<file path="src/rtl/qw_pkg.sv">
package qw_pkg;
   localparam int BYTE_BITS = 8;
   localparam logic [3:0] ID_PREFIX = 4'b1010;

   typedef enum logic [2:0] {
      ST_IDLE,
      ST_RX,
      ST_ACK,
      ST_TX,
      ST_TXACK,
      ST_TXLOAD,
      ST_SKIP
   } qw_state_t;

   typedef enum logic [1:0] {
      BK_ID,
      BK_ADDR,
      BK_DATA
   } qw_kind_t;
endpackage

</file>
<file path="src/rtl/qw_line_sync.sv">
module qw_line_sync #(
   parameter int STAGES = 2
) (
   input  logic clk,
   input  logic rst_n,
   input  logic scl_i,
   input  logic sda_i,
   output logic sda_s,
   output logic scl_rise,
   output logic scl_fall,
   output logic start_det,
   output logic stop_det
);
   logic [STAGES-1:0] scl_pipe;
   logic [STAGES-1:0] sda_pipe;
   logic              scl_p;
   logic              sda_p;
   logic              scl_s;

   if (STAGES < 2) begin : g_bad_stages
      $error("qw_line_sync needs at least two synchronizer stages");
   end

   always_ff @(posedge clk or negedge rst_n) begin
      if (!rst_n) begin
         scl_pipe <= '1;
         sda_pipe <= '1;
         scl_p    <= 1'b1;
         sda_p    <= 1'b1;
      end else begin
         scl_pipe <= {scl_pipe[STAGES-2:0], scl_i};
         sda_pipe <= {sda_pipe[STAGES-2:0], sda_i};
         scl_p    <= scl_pipe[STAGES-1];
         sda_p    <= sda_pipe[STAGES-1];
      end
   end

   assign scl_s     = scl_pipe[STAGES-1];
   assign sda_s     = sda_pipe[STAGES-1];
   assign scl_rise  = scl_s & ~scl_p;
   assign scl_fall  = ~scl_s & scl_p;
   assign start_det = scl_s & scl_p & sda_p & ~sda_s;
   assign stop_det  = scl_s & scl_p & ~sda_p & sda_s;
endmodule

</file>
<file path="src/rtl/qw_wiper_bank.sv">
module qw_wiper_bank #(
   parameter int NCH       = 4,
   parameter int WW        = 8,
   parameter int RESET_VAL = 128,
   localparam int PW       = (NCH > 1) ? $clog2(NCH) : 1
) (
   input  logic              clk,
   input  logic              rst_n,
   input  logic              wr_en,
   input  logic [PW-1:0]     idx,
   input  logic [WW-1:0]     wr_data,
   output logic [WW-1:0]     rd_data,
   output logic [NCH*WW-1:0] wipers
);
   logic [WW-1:0] regs [NCH];

   for (genvar i = 0; i < NCH; i++) begin : g_ch
      always_ff @(posedge clk or negedge rst_n) begin
         if (!rst_n) begin
            regs[i] <= WW'(RESET_VAL);
         end else if (wr_en && (idx == PW'(i))) begin
            regs[i] <= wr_data;
         end
      end
      assign wipers[i*WW +: WW] = regs[i];
   end

   always_comb begin
      rd_data = '0;
      for (int k = 0; k < NCH; k++) begin
         if (idx == PW'(k)) rd_data = regs[k];
      end
   end
endmodule

</file>
<file path="src/rtl/qw_proto.sv">
module qw_proto
   import qw_pkg::*;
#(
   parameter int NCH = 4,
   parameter int WW  = 8,
   localparam int PW = (NCH > 1) ? $clog2(NCH) : 1,
   localparam int CW = $clog2(BYTE_BITS + 1)
) (
   input  logic          clk,
   input  logic          rst_n,
   input  logic          sda_s,
   input  logic          scl_rise,
   input  logic          scl_fall,
   input  logic          start_det,
   input  logic          stop_det,
   input  logic [2:0]    addr_sel,
   input  logic [WW-1:0] rd_data,
   output logic          wr_en,
   output logic [PW-1:0] ptr,
   output logic [WW-1:0] wr_data,
   output logic          sda_oe
);
   qw_state_t            state;
   qw_kind_t             kind;
   logic [CW-1:0]        cnt;
   logic [BYTE_BITS-1:0] rx_sh;
   logic [BYTE_BITS-1:0] tx_sh;
   logic                 rw_q;
   logic                 id_hit;
   logic                 addr_ok;
   logic [PW-1:0]        ptr_nxt;
   logic [BYTE_BITS-1:0] rd_byte;
   logic                 byte_done;

   assign id_hit    = (rx_sh[7:4] == ID_PREFIX) && (rx_sh[3:1] == addr_sel);
   assign addr_ok   = {1'b0, rx_sh} < 9'(NCH);
   assign ptr_nxt   = (ptr == PW'(NCH - 1)) ? '0 : ptr + 1'b1;
   assign rd_byte   = BYTE_BITS'(rd_data);
   assign byte_done = (cnt == CW'(BYTE_BITS));
   assign wr_data   = rx_sh[WW-1:0];

   always_ff @(posedge clk or negedge rst_n) begin
      if (!rst_n) begin
         state  <= ST_IDLE;
         kind   <= BK_ID;
         cnt    <= '0;
         rx_sh  <= '0;
         tx_sh  <= '0;
         rw_q   <= 1'b0;
         ptr    <= '0;
         sda_oe <= 1'b0;
         wr_en  <= 1'b0;
      end else begin
         wr_en <= 1'b0;
         if (stop_det) begin
            state  <= ST_IDLE;
            sda_oe <= 1'b0;
         end else if (start_det) begin
            state  <= ST_RX;
            kind   <= BK_ID;
            cnt    <= '0;
            sda_oe <= 1'b0;
         end else begin
            case (state)
               ST_RX: begin
                  if (scl_rise && !byte_done) begin
                     rx_sh <= {rx_sh[BYTE_BITS-2:0], sda_s};
                     cnt   <= cnt + 1'b1;
                  end else if (scl_fall && byte_done) begin
                     case (kind)
                        BK_ID: begin
                           if (id_hit) begin
                              rw_q   <= rx_sh[0];
                              sda_oe <= 1'b1;
                              state  <= ST_ACK;
                           end else begin
                              state <= ST_SKIP;
                           end
                        end
                        BK_ADDR: begin
                           if (addr_ok) begin
                              ptr    <= rx_sh[PW-1:0];
                              sda_oe <= 1'b1;
                              state  <= ST_ACK;
                           end else begin
                              state <= ST_SKIP;
                           end
                        end
                        default: begin
                           sda_oe <= 1'b1;
                           state  <= ST_ACK;
                        end
                     endcase
                  end
               end
               ST_ACK: begin
                  if (scl_rise && kind == BK_DATA) begin
                     wr_en <= 1'b1;
                  end else if (scl_fall) begin
                     cnt <= '0;
                     case (kind)
                        BK_ID: begin
                           if (rw_q) begin
                              tx_sh  <= rd_byte;
                              sda_oe <= ~rd_byte[BYTE_BITS-1];
                              state  <= ST_TX;
                           end else begin
                              sda_oe <= 1'b0;
                              kind   <= BK_ADDR;
                              state  <= ST_RX;
                           end
                        end
                        BK_ADDR: begin
                           sda_oe <= 1'b0;
                           kind   <= BK_DATA;
                           state  <= ST_RX;
                        end
                        default: begin
                           sda_oe <= 1'b0;
                           ptr    <= ptr_nxt;
                           state  <= ST_RX;
                        end
                     endcase
                  end
               end
               ST_TX: begin
                  if (scl_rise) begin
                     cnt <= cnt + 1'b1;
                  end else if (scl_fall) begin
                     if (byte_done) begin
                        sda_oe <= 1'b0;
                        state  <= ST_TXACK;
                     end else if (cnt != '0) begin
                        tx_sh  <= {tx_sh[BYTE_BITS-2:0], 1'b0};
                        sda_oe <= ~tx_sh[BYTE_BITS-2];
                     end
                  end
               end
               ST_TXACK: begin
                  if (scl_rise) begin
                     ptr   <= ptr_nxt;
                     state <= sda_s ? ST_SKIP : ST_TXLOAD;
                  end
               end
               ST_TXLOAD: begin
                  if (scl_fall) begin
                     tx_sh  <= rd_byte;
                     sda_oe <= ~rd_byte[BYTE_BITS-1];
                     cnt    <= '0;
                     state  <= ST_TX;
                  end
               end
               default: begin
                  sda_oe <= 1'b0;
               end
            endcase
         end
      end
   end
endmodule

</file>
<file path="src/rtl/quad_wiper_i2c_target.sv">
module quad_wiper_i2c_target #(
   parameter int NCH         = 4,
   parameter int WIPER_W     = 8,
   parameter int RESET_VAL   = 128,
   parameter int SYNC_STAGES = 2,
   localparam int PW         = (NCH > 1) ? $clog2(NCH) : 1
) (
   input  logic                   clk,
   input  logic                   rst_n,
   input  logic                   scl_i,
   input  logic                   sda_i,
   output logic                   sda_oe,
   input  logic [2:0]             addr_sel,
   output logic [NCH*WIPER_W-1:0] wipers
);
   if (NCH < 1 || NCH > 256) begin : g_bad_nch
      $error("NCH must lie in 1..256");
   end
   if (WIPER_W < 1 || WIPER_W > 8) begin : g_bad_ww
      $error("WIPER_W must lie in 1..8");
   end
   if (RESET_VAL < 0 || RESET_VAL >= (1 << WIPER_W)) begin : g_bad_rst
      $error("RESET_VAL does not fit in WIPER_W bits");
   end

   logic               sda_s;
   logic               scl_rise;
   logic               scl_fall;
   logic               start_det;
   logic               stop_det;
   logic               wr_en;
   logic [PW-1:0]      ptr;
   logic [WIPER_W-1:0] wr_data;
   logic [WIPER_W-1:0] rd_data;

   qw_line_sync #(.STAGES(SYNC_STAGES)) u_sync (
      .clk       (clk),
      .rst_n     (rst_n),
      .scl_i     (scl_i),
      .sda_i     (sda_i),
      .sda_s     (sda_s),
      .scl_rise  (scl_rise),
      .scl_fall  (scl_fall),
      .start_det (start_det),
      .stop_det  (stop_det)
   );

   qw_proto #(.NCH(NCH), .WW(WIPER_W)) u_proto (
      .clk       (clk),
      .rst_n     (rst_n),
      .sda_s     (sda_s),
      .scl_rise  (scl_rise),
      .scl_fall  (scl_fall),
      .start_det (start_det),
      .stop_det  (stop_det),
      .addr_sel  (addr_sel),
      .rd_data   (rd_data),
      .wr_en     (wr_en),
      .ptr       (ptr),
      .wr_data   (wr_data),
      .sda_oe    (sda_oe)
   );

   qw_wiper_bank #(.NCH(NCH), .WW(WIPER_W), .RESET_VAL(RESET_VAL)) u_bank (
      .clk     (clk),
      .rst_n   (rst_n),
      .wr_en   (wr_en),
      .idx     (ptr),
      .wr_data (wr_data),
      .rd_data (rd_data),
      .wipers  (wipers)
   );
endmodule

</file>
<file path="config.mk">
export PLATFORM = sky130hd
export DESIGN_NAME = quad_wiper_i2c_target
export DESIGN_NICKNAME = d
export VERILOG_FILES = /design/src/rtl/qw_pkg.sv /design/src/rtl/qw_line_sync.sv /design/src/rtl/qw_wiper_bank.sv /design/src/rtl/qw_proto.sv /design/src/rtl/quad_wiper_i2c_target.sv
export SDC_FILE = /design/constraint.sdc
export NUM_CORES = 1
export LEC_CHECK = 0
export ABC_CLOCK_PERIOD_IN_PS = 1900
export BUFFER_PORTS_ARGS = -buffer_cell sky130_fd_sc_hd__buf_2
export CELL_PAD_IN_SITES_DETAIL_PLACEMENT = 1
export CELL_PAD_IN_SITES_GLOBAL_PLACEMENT = 2
export CORE_ASPECT_RATIO = 0.7
export CORE_MARGIN = 5
export CORE_UTILIZATION = 35
export CTS_CLUSTER_DIAMETER = 40
export DETAILED_ROUTE_END_ITERATION = 10
export HOLD_SLACK_MARGIN = 0.12
export PLACE_DENSITY = 0.8
export SYNTH_ARGS = -nofsm -noshare
export SYNTH_HDL_FRONTEND = slang
export SYNTH_HIERARCHICAL = 1
export SYNTH_SLANG_ARGS = --single-unit
</file>
<file path="constraint.sdc">
create_clock -name clk -period 1.9 [get_ports clk]
set_input_delay 0.38 -clock clk [delete_from_list [all_inputs] [get_ports clk]]
set_output_delay 0.38 -clock clk [all_outputs]
set_load 0.005 [all_outputs]
</file>
Yosys cells after proc, flatten, opt, wreduce, memory -nomap -nowiden
Cells that the tools add are included.

Register bits after elaboration: 67. Latch bits: 0. Memory bits (writable): 0. Memory bits (read-only): 0. Bits of input ports: 7. Output and inout bits: 33. Word-level logic and storage cells: 185. Memories kept: 0.

Add/sub/neg operators: 2. $mul: 0. Divide/modulo/power cells: 0. Magnitude comparators: 1. Equality and inequality tests: 46. Shift-type cells: 0. Mux-type cells: 75. Bitwise gates (word level): 16. Reductions and logical operators: 28.

Operators by type and width (count): 7-bit two-way mux (9); 3-bit two-way mux (13); 2-bit two-way mux (17); 8-bit two-way mux (4); 4-bit by 3-bit != test with 1-bit output (second input constant) (6); 11-bit AND reduction (2); 7-bit case mux with 3 select lines (1); 4-bit two-way mux (5); 2-bit by 1-bit != test with 1-bit output (second input constant) (10); 1-bit two-way mux (19); 4-bit case mux with 4 select lines (1); 3-bit case mux with 5 select lines (1); 2-bit != test (second input constant) (6); 4-bit != test (second input constant) (3); 12-bit AND reduction (1); 5-bit by 4-bit != test with 1-bit output (second input constant) (2); 10-bit AND reduction (1); 3-bit != test (second input constant) (3); 1-bit NOT (9); 3-bit nonzero test (3); 4-bit == test (second input constant) (2); 1-bit logical AND (8); 8-bit by 3-bit < comparator with 1-bit output (second input constant) (1); 1-bit AND (7); other kinds (26) (34).

Depth between registers and ports, before layout
Gate-level depths: netlist of run 1.

Depth after elaboration: 13. Depth in mapped cells: 8. Depth with buffers taken out: 8.

Modules after synthesis
The synthesis of run 1 kept the hierarchy.

By module, submodules not included: qw_proto (instances 1, cells an instance 183, area each 1838.0 µm², sequential area each 725.7 µm²); qw_wiper_bank (instances 1, cells an instance 78, area each 1431.4 µm², sequential area each 805.8 µm²); qw_line_sync (instances 1, cells an instance 10, area each 190.2 µm², sequential area each 157.7 µm²).

Least setup slack after synthesis of run 1
Ideal clock, no wire load.

Path kind: reg2reg. Start point: register u_sync.scl_pipe[1]. End point: register u_proto.state[2]. Setup time: 124 ps. Arrival: 1924 ps. Data required time: 1776 ps. Path slack: -148 ps. Cell stages (with the launch flop): 9. Path buffers: 1. Period minus slack after synthesis: 2048 ps. Path through: dfstp_2 -> nor2b_1 -> buf_2 -> nor4bb_1 -> o2bb2ai_1 -> nor4_2 -> a41o_1 -> and2_1 -> o31a_1.

Elaborated cells between the ends (all ways): 24. Those cells by class: eq/ne: 9; mux: 2; bitwise: 8; reduce/logical: 5.

RTL lines: start, declared (RTL line qw_line_sync.sv:14) `logic [STAGES-1:0] scl_pipe;`; start signal, assigned (RTL line qw_line_sync.sv:31) `scl_pipe <= {scl_pipe[STAGES-2:0], scl_i};`; 1-bit AND * (RTL line qw_line_sync.sv:40) `assign scl_rise = scl_s & ~scl_p;`; named net scl_rise (RTL line quad_wiper_i2c_target.sv:27) `logic scl_rise;`; 1-bit logical AND (on tied branches) (RTL line qw_proto.sv:97, qw_proto.sv:66); 4-bit != test (no line); 10-bit AND reduction (no line) *; end signal, assigned (RTL line qw_proto.sv:142) `state <= sda_s ? ST_SKIP : ST_TXLOAD;`; end, declared (RTL line qw_proto.sv:23) `qw_state_t state;`.

The timed path passes the listed nets; every way through them passes the cells marked *. A chain may end at the register's enable or synchronous reset.

Final worst setup path of run 1
Start point: register u_sync.scl_pipe[1]. End point: register u_proto.state[2].

Word-level cells in the longest chain between the ends: 5. Elaborated cells between the ends (all ways): 24. Those cells by class: eq/ne: 9; mux: 2; bitwise: 8; reduce/logical: 5.

Ends and longest elaborated chain: 1-bit NOT * (RTL line qw_line_sync.sv:41) `assign scl_fall = ~scl_s & scl_p;`; 1-bit AND * (RTL line qw_line_sync.sv:41); named net scl_fall (RTL line quad_wiper_i2c_target.sv:28) `logic scl_fall;`; 1-bit logical AND (RTL line qw_proto.sv:69) `end else if (scl_fall && byte_done) begin`; 4-bit by 3-bit != test with 1-bit output (no line); 10-bit AND reduction (no line) *.

Marked as above.

==> results.sh, run 1 <==
export IMPL_finalSetupTns_ns=-2.08
export IMPL_min_period_over_period_pct=113
export IMPL_ys_flop_type="dfrtp_1"
export IMPL_overflow=0
export IMPL_fmax_mhz=468
export IMPL_htree_levels=3
export IMPL_rsz0062_at_grt="true"
export IMPL_grt_pass1_wl_microns=17600
export IMPL_clock_sinks=67
export IMPL_synth_enable_flop_cells=0
export IMPL_netlist_instances=271
export IMPL_yosys_warnings=6
export IMPL_drt_pass1_iterations=4
export IMPL_design_power_total_mw=6.28
export IMPL_arrival_ns=2.36
export IMPL_clkPwrFrac_pct=27.0
export IMPL_fin_util_pct=50.8
export IMPL_port_buffers=39
export IMPL_violations="setup timing"
export IMPL_holdWs_ns=0.136
export IMPL_path_clk_slew_ns=0.06
export IMPL_drt_total_wl_microns=11000
export IMPL_cts_tree="yes"
export IMPL_postSynthAreaPerCell_sq_um=12.8
export IMPL_clock_latency_ns=0.34
export IMPL_die_h_microns=93.2
export IMPL_start_util_pct=35.7
export IMPL_yosysUniqueCellTypes=56
export IMPL_die_w_microns=129
export IMPL_final_setup_viol_count=20
export IMPL_vias=2738
export IMPL_fillers=1007
export IMPL_intPower_mw=4.03
export IMPL_vias_per_cell=5.29
export IMPL_num_rows=30
export IMPL_seqPwrFrac_pct=30.5
export IMPL_path_max_fanout=5
export IMPL_grt_max_degree=68
export IMPL_ant_nets=0
export IMPL_diodes=0
export IMPL_grt_usage_pct=19.4
export IMPL_power_density_mw_per_mm2=1280
export IMPL_route_detailed_drc=0
export IMPL_max_vdd_ir_drop_mv=0.456
export IMPL_final_common_cell="buf_4"
export IMPL_antenna_found_initial=0
export IMPL_synth_area_sq_mm=0.00346
export IMPL_drt_initial_drc_count=131
export IMPL_grt_pass1_vias=2979
export IMPL_clock_root_buffer="clkbuf_16"
export IMPL_worstMarginPinSlew_ns=0.498
export IMPL_endpoint_kind="flop"
export IMPL_required_ns=2.12
export IMPL_outcome="finished, violations left"
export IMPL_p_comb_share_pct=42.5
export IMPL_hold_viol_final=0
export IMPL_coreArea_sq_mm=0.00968
export IMPL_path_class="reg2reg"
export IMPL_routedWlPerCell_microns=21.3
export IMPL_numCtsBuffers=9
export IMPL_drv_slew=0
export IMPL_final_cell_mix="buf_4, dfrtp_1, mux2_2"
export IMPL_die_area_sq_mm=0.0120
export IMPL_clock_tree_buffer_depth=2
export IMPL_fin_ws_ns=-0.239
export IMPL_place_area_sq_mm=0.00429
export IMPL_hold_path_class="in2reg"
export IMPL_gp_congestion=0.832
export IMPL_drive_above_1_share_pct=60.8
export IMPL_finClkSkew_ns=0.00725
export IMPL_stdcell_area_sq_mm=0.00492
export IMPL_async_flop_share_pct=100
export IMPL_io_pins=40
export IMPL_p_sw_mw=2.25
export IMPL_min_period_ns=2.14
export IMPL_maxCapViolCount=0
export IMPL_p_leak_nw=2.41
export IMPL_yosysSeqAreaShare_pct=48.8
export IMPL_fin_nets=395
export IMPL_syn_nets=281
export IMPL_multiInputGateArea_sq_mm=0.00194
export IMPL_regArea_sq_mm=0.00169
export IMPL_crit_path_start_kind="flop"
export IMPL_slew_headroom_pct=66.8
export IMPL_post_dp_hpwl_microns=7370
export IMPL_swShare_pct=35.8
export IMPL_ys_ff_latch=67
export IMPL_areaGrowthSynthToFinish_pct=42.1
[power by group through the flow]
| stage | combinational, mW | clock, mW | sequential (mW) |
|---|---|---|---|
| global route | 2.85 | 1.80 | 1.95 |
| CTS | 2.46 | 1.74 | 1.90 |
| floorplan | 1.35 | 0 | 1.78 |
| detailed placement | 2.21 | 0 | 1.91 |
| global placement | 2.15 | 0 | 1.89 |
| finish | 2.67 | 1.70 | 1.92 |
[path summary, 6_finish.rpt]
path	start	to	slack, ns	cells past startpoint
min in group asynchronous	rst_n	u_bank/wipers[3]	0.60	3
min reg2reg	u_sync/scl_pipe[0]	u_sync/scl_pipe[1]	0.36	0
max in group asynchronous	rst_n	u_proto/state[1]	0.98	3
max	u_sync/scl_pipe[1]	u_proto/state[2]	-0.24	8
max reg2reg	u_sync/scl_pipe[1]	u_proto/state[2]	-0.24	8
min	sda_i	u_sync/sda_pipe[0]	0.14	1
[cells by family after synthesis]
group,after synthesis,synth area share [%]
flip-flops,67,48.8
AO/OA/AOI/OAI,39,7.63
XOR/XNOR,4,1.01
AND/OR/NAND/NOR,71,13.3
buffers and inverters,18,2.82
adder cells (fa/ha/maj),3,1.09
multiplexers,69,25.3
[worst max-delay path: stages (launching register included)]
cell	delay, ns
dfstp_2	0.55
buf_6	0.10
nor2b_4	0.04
or3b_4	0.40
o2bb2ai_4	0.19
nor4_4	0.07
a41o_1	0.28
and2_1	0.16
o31a_1	0.23
[metrics by stage]
stage	worst slack, ns	instances
after floorplan	-0.0861	271
after global routing	-0.306	518
after detailed placement	-0.258	491
after CTS	-0.198	514
after global placement	-0.183	491
final	-0.239	518
[sequential cells by signal, summed over array words and instances, names as in the netlist]
name,cells
u_bank/wipers,32
u_proto/wr_data,8
u_proto/tx_sh,7
u_proto/cnt,4
u_proto/state,3
u_proto/kind,2
u_proto/ptr,2
u_sync/scl_pipe,2
u_sync/sda_pipe,2
u_proto/rw_q,1
u_proto/sda_oe,1
u_proto/wr_en,1
u_sync/scl_p,1
u_sync/sda_p,1
[final cells by class]
class	instances	share of cell area [%]
Clock buffer	12	5.01
Clock inverter	4	1.04
Inverter	7	0.534
Multi-Input combinational cell	187	39.5
Sequential cell	67	34.4
Tap cell	128	3.26
Timing Repair Buffer	113	16.2
[layer usage]
layer / GRT usage [%] / share of wire, %
met5: 0 / 0
met4: 4.81 / 1.8
met3: 5.08 / 3.3
met2: 30.2 / 47
met1: 27.1 / 47
[synthesized netlist by cell type, types with 5 or more instances]
cell type	number	share of area, %
nor2_1	14	1.5
inv_1	7	0.76
a21oi_1	11	1.6
nand2b_1	5	0.90
dfstp_2	10	7.6
o21ai_0	6	0.87
mux4_2	5	3.3
mux2_2	49	16
dfrtp_1	57	41
buf_2	6	0.87
mux2_1	9	2.9
nand2_1	10	1.1
nand3_1	6	0.87
[what timing repair did]
action | CTS | global route
endpoints found under the setup margin | 28 | 28
endpoints found under the hold margin | 57 | 0
cloned | 0 | 1
pin swaps | 9 | 19
resized for setup | 29 | 22
hold buffers | 1 | 0
buffers inserted | 7 | 5
Note: power is estimated with default switching activity, not from simulation.
==> run 2: changes to the inputs <==
--- a/config.mk
+++ b/config.mk
@@ -12,6 +12,7 @@
 export CORE_ASPECT_RATIO = 0.7
 export CORE_MARGIN = 5
 export CORE_UTILIZATION = 35
+export CTS_BUF_LIST = sky130_fd_sc_hd__clkbuf_16
 export CTS_CLUSTER_DIAMETER = 40
 export DETAILED_ROUTE_END_ITERATION = 10
 export HOLD_SLACK_MARGIN = 0.12
==> run 2 against run 1 <==
- the flow still finishes with violations (setup timing)
- clock power is 4% lower
- sequential power about the same
- global-route usage shrank 0.061 points
- core utilization is 0.57 points lower
- first-iteration DRC count decreased by 34%
- final cell count down 0.58%
- total power is essentially flat
- wire length rose by 1.6%
- count of clock-buffer cells in the layout fell by 3
- hold slack improved by 0.0039 ns
==> results.sh, run 2 (synthesis gave the netlist of run 1 again) <==
export IMPL_final_common_cell="buf_4"
export IMPL_worstHoldPathCells=1
export IMPL_hold_path_class="in2reg"
export IMPL_die_h_microns=93.2
export IMPL_violations="setup timing"
export IMPL_areaGrowthSynthToFinish_pct=40.5
export IMPL_ant_nets=0
export IMPL_p_comb_share_pct=43.3
export IMPL_stdcell_area_sq_mm=0.00486
export IMPL_antenna_found_initial=0
export IMPL_final_cell_mix="buf_4, dfrtp_1, mux2_2"
export IMPL_finClkSkew_ns=0.00612
export IMPL_fillers=1017
export IMPL_clock_root_buffer="clkbuf_16"
export IMPL_p_leak_nw=2.40
export IMPL_multiInputGateArea_sq_mm=0.00192
export IMPL_max_vdd_ir_drop_mv=0.474
export IMPL_die_w_microns=129
export IMPL_drt_pass1_iterations=4
export IMPL_fin_ws_ns=-0.277
export IMPL_hold_viol_final=0
export IMPL_arrival_ns=2.40
export IMPL_required_ns=2.12
export IMPL_vias=2755
export IMPL_drive_above_1_share_pct=60.5
export IMPL_r2r_end="u_proto/cnt[2]"
export IMPL_endpoint_kind="flop"
export IMPL_r2r_setup_slack_ns=-0.28
export IMPL_fmax_mhz=459
export IMPL_cts_tree="yes"
export IMPL_clock_tree_buffer_depth=2
export IMPL_clkPwrFrac_pct=26.1
export IMPL_top_layer="met4"
export IMPL_port_buffers=39
export IMPL_clock_latency_ns=0.34
export IMPL_path_class="reg2reg"
export IMPL_maxCapViolCount=0
export IMPL_drt_total_wl_microns=11200
export IMPL_min_period_over_period_pct=115
export IMPL_design_power_total_mw=6.28
export IMPL_clock_sinks=67
export IMPL_power_density_mw_per_mm2=1290
export IMPL_drt_initial_drc_count=86
export IMPL_hold_start="scl_i"
export IMPL_crit_path_start_kind="flop"
export IMPL_coreArea_sq_mm=0.00968
export IMPL_largest_register_ffs=32
export IMPL_outcome="finished, violations left"
export IMPL_diodes=0
export IMPL_place_area_sq_mm=0.00429
export IMPL_htree_levels=3
export IMPL_slew_headroom_pct=65.0
export IMPL_grt_pass1_vias=2974
export IMPL_worstMarginPinSlew_ns=0.520
export IMPL_fin_nets=392
export IMPL_grt_pass1_wl_microns=17600
export IMPL_io_pins=40
export IMPL_drv_slew=0
export IMPL_final_setup_viol_count=26
export IMPL_routedWlPerCell_microns=21.8
export IMPL_rsz0062_at_grt="true"
export IMPL_path_max_fanout=7
export IMPL_start_util_pct=35.7
export IMPL_regArea_sq_mm=0.00169
export IMPL_p_sw_mw=2.29
export IMPL_dr_wl_met2_microns=5390
export IMPL_wl_met3_microns=426
export IMPL_min_to="u_sync/scl_pipe[0]"
export IMPL_min_period_ns=2.18
export IMPL_grt_usage_pct=19.4
export IMPL_overflow=0
export IMPL_swShare_pct=36.5
export IMPL_intPower_mw=3.99
export IMPL_route_detailed_drc=0
export IMPL_grt_max_degree=68
export IMPL_path_clk_slew_ns=0.05
export IMPL_reg2regPathDepth=8
export IMPL_post_dp_hpwl_microns=7370
export IMPL_r2r_start="u_sync/scl_pipe[1]"
export IMPL_die_area_sq_mm=0.0120
export IMPL_gp_congestion=0.832
export IMPL_seqPwrFrac_pct=30.6
export IMPL_met1Wirelength_microns=5180
export IMPL_vias_per_cell=5.35
export IMPL_numCtsBuffers=9
export IMPL_num_rows=30
-- run 2: per-stage QoR --
stage / hold slack, ns / cells / worst slack [ns] / utilization, % / setup TNS, ns
2_1_floorplan: 0.0844 / 271 / -0.0861 / - / -0.196
3_3_place_gp: 0.346 / 491 / -0.183 / 44.3 / -2.89
3_5_place_dp: 0.351 / 491 / -0.258 / 44.3 / -3.81
4_1_cts: 0.123 / 514 / -0.198 / 49.2 / -2.22
5_1_grt: 0.135 / 515 / -0.350 / 50.2 / -5.46
6_report: 0.140 / 515 / -0.277 / 50.2 / -3.15
-- run 2: power groups by stage --
stage | registers [mW] | clock network [mW] | logic [mW]
3_5_place_dp | 1.91 | 0 | 2.21
6_report | 1.92 | 1.64 | 2.72
4_1_cts | 1.90 | 1.68 | 2.46
5_1_grt | 1.95 | 1.75 | 2.87
3_3_place_gp | 1.89 | 0 | 2.15
2_1_floorplan | 1.78 | 0 | 1.35
-- run 2: worst max-delay path, stage by stage (launching register included) --
cell and delay, ns:
dfstp_2 0.55, nor2b_4 0.22, nand3b_1 0.19, buf_4 0.20, mux2i_1 0.18, o22a_1 0.25
or3_4 0.17, nor3b_2 0.05, a211o_1 0.26
-- run 2: layout make-up --
cell class / count / share of cell area [%]
clock buffer: 9 / 4.63
clock inverter: 7 / 1.29
inverter: 7 / 0.540
multi-input combinational: 186 / 39.5
sequential: 67 / 34.8
tap: 128 / 3.29
timing repair buffer: 111 / 16.0
-- run 2: metal layers --
layer	vias to the layer above	track usage, %
li1	1246	-
met1	1431	27.0
met2	62	30.1
met3	16	5.08
met4	0	4.81
met5	-	0
-- run 2: how the worst max path moves through the flow --
stage	start	to	slack [ns]
finish	u_sync/scl_pipe[1]	u_proto/cnt[2]	-0.28
global route	u_sync/scl_pipe[1]	u_proto/cnt[2]	-0.35
CTS	u_sync/scl_pipe[1]	u_proto/state[2]	-0.20
detailed placement	u_sync/scl_p	u_proto/state[0]	-0.26
global placement	u_proto/state[0]	u_proto/tx_sh[3]	-0.18
floorplan	u_sync/scl_pipe[1]	u_proto/state[2]	-0.09
-- run 2: timing repair --
item	in CTS	in global routing
gates resized for setup	29	20
hold endpoints to repair	57	0
endpoints found under the setup margin	28	28
hold buffers	1	0
setup buffers	7	3
pin swaps	10	15
